**src/rtl/pwrgood_seq.sv**
```systemverilog
module pwrgood_seq #(
  parameter int BASE_LONG  = 400,
  parameter int BASE_SHORT = 250,
  parameter int EXTRA_0    = 0,
  parameter int EXTRA_1    = 50,
  parameter int EXTRA_2    = 100,
  parameter int EXTRA_3    = 200
) (
  input  logic       clk,
  input  logic       rst,
  input  logic       ms_tick,
  input  logic       rail_a_ok,
  input  logic       rail_a_low,
  input  logic       rail_b_ok,
  input  logic       rail_b_low,
  input  logic       cfg_short,
  input  logic [1:0] cfg_extra,
  output logic       pwr_good
);

  localparam int MAX_B  = (BASE_LONG > BASE_SHORT) ? BASE_LONG : BASE_SHORT;
  localparam int MAX_E01 = (EXTRA_0 > EXTRA_1) ? EXTRA_0 : EXTRA_1;
  localparam int MAX_E23 = (EXTRA_2 > EXTRA_3) ? EXTRA_2 : EXTRA_3;
  localparam int MAX_E  = (MAX_E01 > MAX_E23) ? MAX_E01 : MAX_E23;
  localparam int MAX_ALL = (MAX_B > MAX_E) ? MAX_B : MAX_E;
  localparam int CW = $clog2(MAX_ALL + 1);

  typedef enum logic [1:0] {S_IDLE, S_BASE, S_EXTRA, S_ON} st_t;
  st_t st;

  logic [1:0] a_ok_q, a_low_q, b_ok_q, b_low_q;
  logic [CW-1:0] cnt, base_lim, extra_lim;

  always_ff @(posedge clk) begin
    if (rst) begin
      a_ok_q <= '0; a_low_q <= '0; b_ok_q <= '0; b_low_q <= '0;
    end else begin
      a_ok_q  <= {a_ok_q[0],  rail_a_ok};
      a_low_q <= {a_low_q[0], rail_a_low};
      b_ok_q  <= {b_ok_q[0],  rail_b_ok};
      b_low_q <= {b_low_q[0], rail_b_low};
    end
  end

  wire both_ok  = a_ok_q[1] & b_ok_q[1];
  wire both_low = a_low_q[1] & b_low_q[1];

  logic [CW-1:0] sel_base, sel_extra;
  assign sel_base = cfg_short ? CW'(BASE_SHORT) : CW'(BASE_LONG);
  always_comb begin
    case (cfg_extra)
      2'd0:    sel_extra = CW'(EXTRA_0);
      2'd1:    sel_extra = CW'(EXTRA_1);
      2'd2:    sel_extra = CW'(EXTRA_2);
      default: sel_extra = CW'(EXTRA_3);
    endcase
  end

  always_ff @(posedge clk) begin
    if (rst) begin
      st <= S_IDLE;
      cnt <= '0;
      base_lim <= '0;
      extra_lim <= '0;
    end else if (both_low) begin
      st <= S_IDLE;
      cnt <= '0;
    end else begin
      case (st)
        S_IDLE: begin
          cnt <= '0;
          if (both_ok) begin
            st <= S_BASE;
            base_lim <= sel_base;
            extra_lim <= sel_extra;
          end
        end
        S_BASE: begin
          if (!both_ok) begin
            st <= S_IDLE;
            cnt <= '0;
          end else if (ms_tick) begin
            if (cnt == base_lim - 1'b1) begin
              cnt <= '0;
              st <= (extra_lim == '0) ? S_ON : S_EXTRA;
            end else begin
              cnt <= cnt + 1'b1;
            end
          end
        end
        S_EXTRA: begin
          if (!both_ok) begin
            st <= S_IDLE;
            cnt <= '0;
          end else if (ms_tick) begin
            if (cnt == extra_lim - 1'b1) begin
              cnt <= '0;
              st <= S_ON;
            end else begin
              cnt <= cnt + 1'b1;
            end
          end
        end
        default: st <= S_ON;
      endcase
    end
  end

  assign pwr_good = (st == S_ON);

  a_r1_reset_low: assert property (@(posedge clk) rst |=> !pwr_good);

  a_r5_drop_now: assert property (@(posedge clk) disable iff (rst)
    both_low |=> !pwr_good);

  a_r2_rise_on_tick: assert property (@(posedge clk) disable iff (rst)
    $rose(pwr_good) |-> $past(ms_tick) && $past(both_ok));

  a_r7_abort: assert property (@(posedge clk) disable iff (rst)
    ((st == S_BASE || st == S_EXTRA) && !both_ok) |=> st == S_IDLE);

  a_r8_cfg_held: assert property (@(posedge clk) disable iff (rst)
    (st != S_IDLE && $past(st) != S_IDLE) |-> $stable(base_lim) && $stable(extra_lim));

  a_r3_base_bound: assert property (@(posedge clk) disable iff (rst)
    (st == S_BASE) |-> cnt < base_lim);

  a_r6_hold_on: assert property (@(posedge clk) disable iff (rst)
    (pwr_good && !both_low) |=> pwr_good);

endmodule

```
**config.mk**
```make
export PLATFORM = sky130hd
export DESIGN_NAME = pwrgood_seq
export DESIGN_NICKNAME = d
export VERILOG_FILES = /design/src/rtl/pwrgood_seq.sv
export SDC_FILE = /design/constraint.sdc
export NUM_CORES = 1
export LEC_CHECK = 0
export BUFFER_PORTS_ARGS = -buffer_cell sky130_fd_sc_hd__clkbuf_2
export CAP_MARGIN = 25
export CORE_MARGIN = 10
export CORE_UTILIZATION = 63
export CTS_BUF_LIST = sky130_fd_sc_hd__clkbuf_16
export DETAILED_ROUTE_END_ITERATION = 16
export PLACE_DENSITY = 0.95
export SKIP_LAST_GASP = 1
export SLEW_MARGIN = 20
export SYNTH_ARGS = -nofsm -noshare
export SYNTH_HDL_FRONTEND = slang
export SYNTH_SLANG_ARGS = --single-unit
```
**constraint.sdc**
```tcl
create_clock -name clk -period 6.54 [get_ports clk]
set_input_delay 0.327 -clock clk [delete_from_list [all_inputs] [get_ports clk]]
set_output_delay 0.327 -clock clk [all_outputs]
set_load 0.02 [all_outputs]
```
==> flow_summary.toml, run 1 <==
[synth]
ys_types = 43
synth_area_um2 = 1550
synth_top_cell_area_share_pct = 34.8
seq_area_frac_synth_pct = 34.8
async_flop_share_pct = 0
syn_avg_cell_area_um2 = 9.07
synth_area_leaders = "dfxtp_1 (35%), ha_1 (9.7%), xnor2_1 (5.1%), nor2b_1 (4.4%), nor2_1 (4.4%)"
synthFlopType = "dfxtp_1"
yosysWarningCount = 0
synth_nets = 193
synth_edf_count = 0
ys_top_cells_by_count = "dfxtp_1 (27), nor2_1 (18), ha_1 (12)"
synthCells = 171
synth_area_leader_cell = "dfxtp_1"
yosysMostFrequentCell = "dfxtp_1"
synth-seq-cells = 27

[routing]
dr.pass1.iters = 4
wl_um = 3240
postRouteAntennaNets = 0
drt_iter0_drc = 101
drc = 0
vias = 1260
vias_per_cell = 6.09
wl_per_cell_um = 15.6

[clocking]
cts_setup_buffers = 0
ctsResizeCount = 0
cts_tree = "yes"
cts_root_buf = "clkbuf_16"
cts.clk_slew.worst_paths_ps = 70
clk_latency_ps = 270
cts.sinks = 27
cts.htree.levels = 1
clockBufferDepth = 2
holdBufCountCts = 0
numCtsBuffers = 3

[power_and_ir_drop]
p_per_area_nw_per_um2 = 201
peakVddDrop_v = 0.000221
power_leakage_uw = 0.000645

[worst_hold_path]
worstHoldPathType = "input pin to flop"
min_from = "rail_b_low"
whs_path_depth = 2
hold-path-endpoint = "b_low_q[0]$_SDFF_PP0_"

[placement]
port_buffers = 10
place_ws_ps = 4160
gp_congestion = 0.835
hpwlAfterDp_um = 2430

[global_routing]
antenna_found_initial = 0
overflow = 0
track_usage_pct = 13.2
grt_max_degree = 19
grt_pass1_vias = 1280
grt_pass1_wl_um = 5560

[timing]
finalCritPeriodShare_pct = 37.7
setup_ws_ps = 4070
slew-limit-headroom_pct = 37.1
tns_ps = 0
max_clock_freq_mhz = 406
rsz0062_at_grt = "no"
worstMarginPinSlew_ps = 944
period_minus_slack_ps = 2470
skew_ps = 2.96
final_max_slew_viol_count = 0
hold_viol = 0
setup_viol = 0

[worst_setup_path]
cp-end-kind = "flop"
worstSetupStartpointType = "flop"
rr_worst_depth = 9
r2r_start = "extra_lim[4]$_SDFFE_PP0P_"
r2r_end = "cnt[6]$_SDFFE_PP0P_"
r2r_setup_slack_ps = 4070
crit_type = "flop to flop"
crit_required_ps = 6700
crit_arrival_ps = 2630
critPathMaxFanout = 8

[die]
rows = 17
io_pins = 11
die_w_um = 69.6
die_y_um = 69.6
start_util_pct = 68.2
core_um2 = 2280
dieArea_um2 = 4850

[cells_and_area]
layout-drive-gt1-share_pct = 12.8
synthToLayoutAreaGrowth_pct = 9.27
final_nets = 202
diodes = 0

[run_status]
status = "completed"

[flow_run]
drv_cap = 0
flip-flops by register name, summed over array words and instances (netlist names):
| register | count |
|---|---|
| cnt | 9 |
| extra_lim | 5 |
| base_lim | 3 |
| a_low_q | 2 |
| a_ok_q | 2 |
| b_low_q | 2 |
| b_ok_q | 2 |
| st | 2 |
worst max-delay path, cell delays in order, from the launching register on:
cell,delay (ps)
dfxtp_1,470
inv_1,120
ha_1,290
o21ba_1,200
a221oi_1,310
a41o_1,180
a41oi_4,170
o211ai_4,290
o221ai_1,170
nor2b_1,150
final cells by class:
type,instances,area (µm²)
Clock inverter,1,8.76
Multi-Input combinational cell,130,956
Tap cell,28,35.0
Clock buffer,3,75.1
Fill cell,158,581
Timing Repair Buffer,10,50.0
Inverter,8,30.0
Sequential cell,27,541
per-stage QoR:
stage | power, µW | std cells | utilization [%] | hold slack, ps | instance area (µm²)
floorplan | 192 | 171 | - | 414 | 1550
global placement | 196 | 203 | 70.8 | 417 | 1610
detailed placement | 198 | 203 | 70.8 | 435 | 1610
CTS | 343 | 207 | 74.5 | 266 | 1700
global route | 354 | 207 | 74.5 | 265 | 1700
finish | 340 | 207 | 74.5 | 264 | 1700
report_power, final:
part	internal [µW]	leakage [µW]	switching, µW
sequential	168	0.000219	2.73
clock	84.7	0.0000415	60.8
combinational	11.3	0.000384	12.6
total	264	0.000645	76.1
placed cells by master (no fill, tap or decap), types with 7 or more instances in the layout:
master and instances:
nand3_1 7, clkbuf_2 10, nor2b_1 11, nand2_1 11, xor2_1 7, dfxtp_1 27, ha_1 12, nor2_1 18
xnor2_1 9, inv_1 8
layer usage:
layer  global-route usage (%)  up-vias  wire, µm
met5                        0        -         0
met2                     22.5       48      1630
li1                         -      611         -
met4                     5.65        0        36
met3                     2.85        4       200
met1                     15.5      597      1370
cell families (layout without fill, tap and decap cells):
group	Yosys count	in the layout	synth area share, %
AND/OR/NAND/NOR	62	62	20.4
adder cells (fa/ha/maj)	12	12	9.68
buffers and inverters	14	22	3.55
multiplexers	5	5	3.23
XOR/XNOR	16	16	9.03
flip-flops	27	27	34.8
AO/OA/AOI/OAI	35	35	19.3
worst max-delay path by stage:
stage / depth (start not counted) / start / endpoint
2_1_floorplan: 9 / extra_lim[4]$_SDFFE_PP0P_ / st[0]$_SDFFE_PP0P_
3_3_place_gp: 9 / extra_lim[4]$_SDFFE_PP0P_ / cnt[2]$_SDFFE_PP0P_
5_1_grt: 9 / extra_lim[4]$_SDFFE_PP0P_ / cnt[2]$_SDFFE_PP0P_
3_5_place_dp: 9 / extra_lim[4]$_SDFFE_PP0P_ / cnt[6]$_SDFFE_PP0P_
6_report: 9 / extra_lim[4]$_SDFFE_PP0P_ / cnt[6]$_SDFFE_PP0P_
4_1_cts: 9 / extra_lim[4]$_SDFFE_PP0P_ / cnt[6]$_SDFFE_PP0P_
(Power assumes the default switching activity.)
==> run 2, diff against run 1 <==
--- a/config.mk
+++ b/config.mk
@@ -8,10 +8,10 @@
 export BUFFER_PORTS_ARGS = -buffer_cell sky130_fd_sc_hd__clkbuf_2
 export CAP_MARGIN = 25
 export CORE_MARGIN = 10
-export CORE_UTILIZATION = 63
+export CORE_UTILIZATION = 59
 export CTS_BUF_LIST = sky130_fd_sc_hd__clkbuf_16
 export DETAILED_ROUTE_END_ITERATION = 16
-export PLACE_DENSITY = 0.95
+export PLACE_DENSITY = 0.9
 export SKIP_LAST_GASP = 1
 export SLEW_MARGIN = 20
 export SYNTH_ARGS = -nofsm -noshare
==> constraint.sdc (replaced) <==
create_clock -name clk -period 2.4 [get_ports clk]
set_input_delay 0.12 -clock clk [delete_from_list [all_inputs] [get_ports clk]]
set_output_delay 0.12 -clock clk [all_outputs]
set_load 0.02 [all_outputs]
==> run 2 against run 1 <==
Effect of this change: register-to-register slack worse by 4000 ps; worst hold slack worse by 200 ps; critical path depth is 1 lower; utilization is 4.1 points lower; via count is 1.5% higher.
==> flow_summary.toml, run 2 (synthesized netlist as in run 1, its figures left out) <==
[global_routing]
track_usage_pct = 12.9
antenna_found_initial = 0
grt_pass1_wl_um = 5550
grt_pass1_vias = 1307
overflow = 0
grt_max_degree = 19

[die]
io_pins = 11
rows = 18
dieArea_um2 = 5080
die_y_um = 71.3
die_w_um = 71.3
core_um2 = 2500
start_util_pct = 62.1

[cells_and_area]
diodes = 0
layout-drive-gt1-share_pct = 17.4
final_nets = 207
largest_reg_flops = 9
final_common_cell = "dfxtp_1"
reg_top3 = "cnt x9, extra_lim x5, base_lim x3"
synthToLayoutAreaGrowth_pct = 13.4
top_register = "cnt"
filler_cell_count = 198
final_cell_mix = "dfxtp_1 (26), nor2_1 (18), nand2_1 (11), nor2b_1 (11), ha_1 (11)"

[clocking]
clk_latency_ps = 260
cts.clk_slew.worst_paths_ps = 70
cts_tree = "yes"
numCtsBuffers = 3
cts.htree.levels = 1
cts_root_buf = "clkbuf_16"
clockBufferDepth = 2
cts.sinks = 27

[timing]
worstMarginPinSlew_ps = 494
period_minus_slack_ps = 2320
holdWs_ps = 63.8
setup_ws_ps = 82.7
finalCritPeriodShare_pct = 96.6
skew_ps = 3.43
tns_ps = 0
max_clock_freq_mhz = 432
setup_viol = 0
final_max_slew_viol_count = 0
slew-limit-headroom_pct = 66.8
hold_viol = 0

[routing]
postRouteAntennaNets = 0
vias_per_cell = 5.98
dr.pass1.iters = 4
drc = 0
vias = 1279
wl_um = 3380
drt_iter0_drc = 108
wl_per_cell_um = 15.8

[power_and_ir_drop]
power_leakage_uw = 0.000669
peakVddDrop_v = 0.000495
p_per_area_nw_per_um2 = 522

[placement]
place_ws_ps = 54.1
port_buffers = 10
hpwlAfterDp_um = 2490
gp_congestion = 0.879

[worst_setup_path]
critPathMaxStageDelay_ps = 520
crit_arrival_ps = 2460
crit_type = "flop to flop"
slowest_stage = "or4_4"
critPathMaxFanout = 5
cp-end-kind = "flop"
worstSetupStartpointType = "flop"
path_cells = "buf_4 -> or4_4 -> nor2_2 -> xnor2_1 -> a41oi_4 -> a2111oi_4 -> mux2i_1 -> nor2_1"
crit_required_ps = 2540

[flow_run]
drv_cap = 0

[run_status]
status = "completed"

[worst_hold_path]
worstHoldPathType = "input pin to flop"
## run 2: final timing paths
| path | from | endpoint | slack, ps | depth (start not counted) |
|---|---|---|---|---|
| worst max-delay path | extra_lim[4]$_SDFFE_PP0P_ | st[0]$_SDFFE_PP0P_ | 80 | 8 |
| worst min register to register | b_ok_q[0]$_SDFF_PP0_ | b_ok_q[1]$_SDFF_PP0_ | 440 | 1 |
| worst max register to register | extra_lim[4]$_SDFFE_PP0P_ | st[0]$_SDFFE_PP0P_ | 80 | 8 |
| worst min-delay path | cfg_short | base_lim[8]$_SDFFE_PP0P_ | 60 | 2 |
## run 2: area by class of cell
cell class / instances / area, µm² / area share, %
multi-input combinational: 130 / 982 / 55.8
sequential: 27 / 542 / 30.8
timing repair buffer: 15 / 87.6 / 4.98
clock buffer: 3 / 75.1 / 4.27
tap: 30 / 37.5 / 2.13
inverter: 8 / 30.0 / 1.71
clock inverter: 1 / 5.00 / 0.284
## run 2: repair_timing
| action | CTS | global route |
|---|---|---|
| endpoints found under the setup margin | 0 | 4 |
| hold buffers | 0 | 0 |
| setup buffers | 0 | 3 |
| resized for setup | 0 | 5 |
| hold endpoints to repair | 0 | 0 |
## run 2: where the power goes
part,switching [µW],internal (µW),total [µW]
combinational,36.8,33.7,70.4
sequential,7.74,458,465
clock,158,225,383
## run 2: worst max-delay path, delay by kind of cell, from the launching register on
family / cells / cell delay (ps)
multiplexers: 1 / 230
flip-flops: 1 / 320
buffers and inverters: 1 / 160
AND/OR/NAND/NOR: 3 / 700
AO/OA/AOI/OAI: 2 / 600
XOR/XNOR: 1 / 180
## run 2: per-layer routing
metal / track usage [%] / part of all wire [%] / vias to the layer above
met3: 3.17 / 4.9 / 5
met1: 14.2 / 42 / 616
met4: 4.95 / 1.1 / 0
met2: 23.2 / 52 / 32
met5: 0 / 0 / -
li1: - / - / 626
## run 2: per-stage QoR
stage	utilization [%]	area, µm²	instances	power, µW
2_1_floorplan	-	1550	171	522
3_3_place_gp	65.2	1630	207	536
5_1_grt	70.4	1760	214	946
4_1_cts	68.4	1710	211	918
6_report	70.4	1760	214	919
3_5_place_dp	65.2	1630	207	540
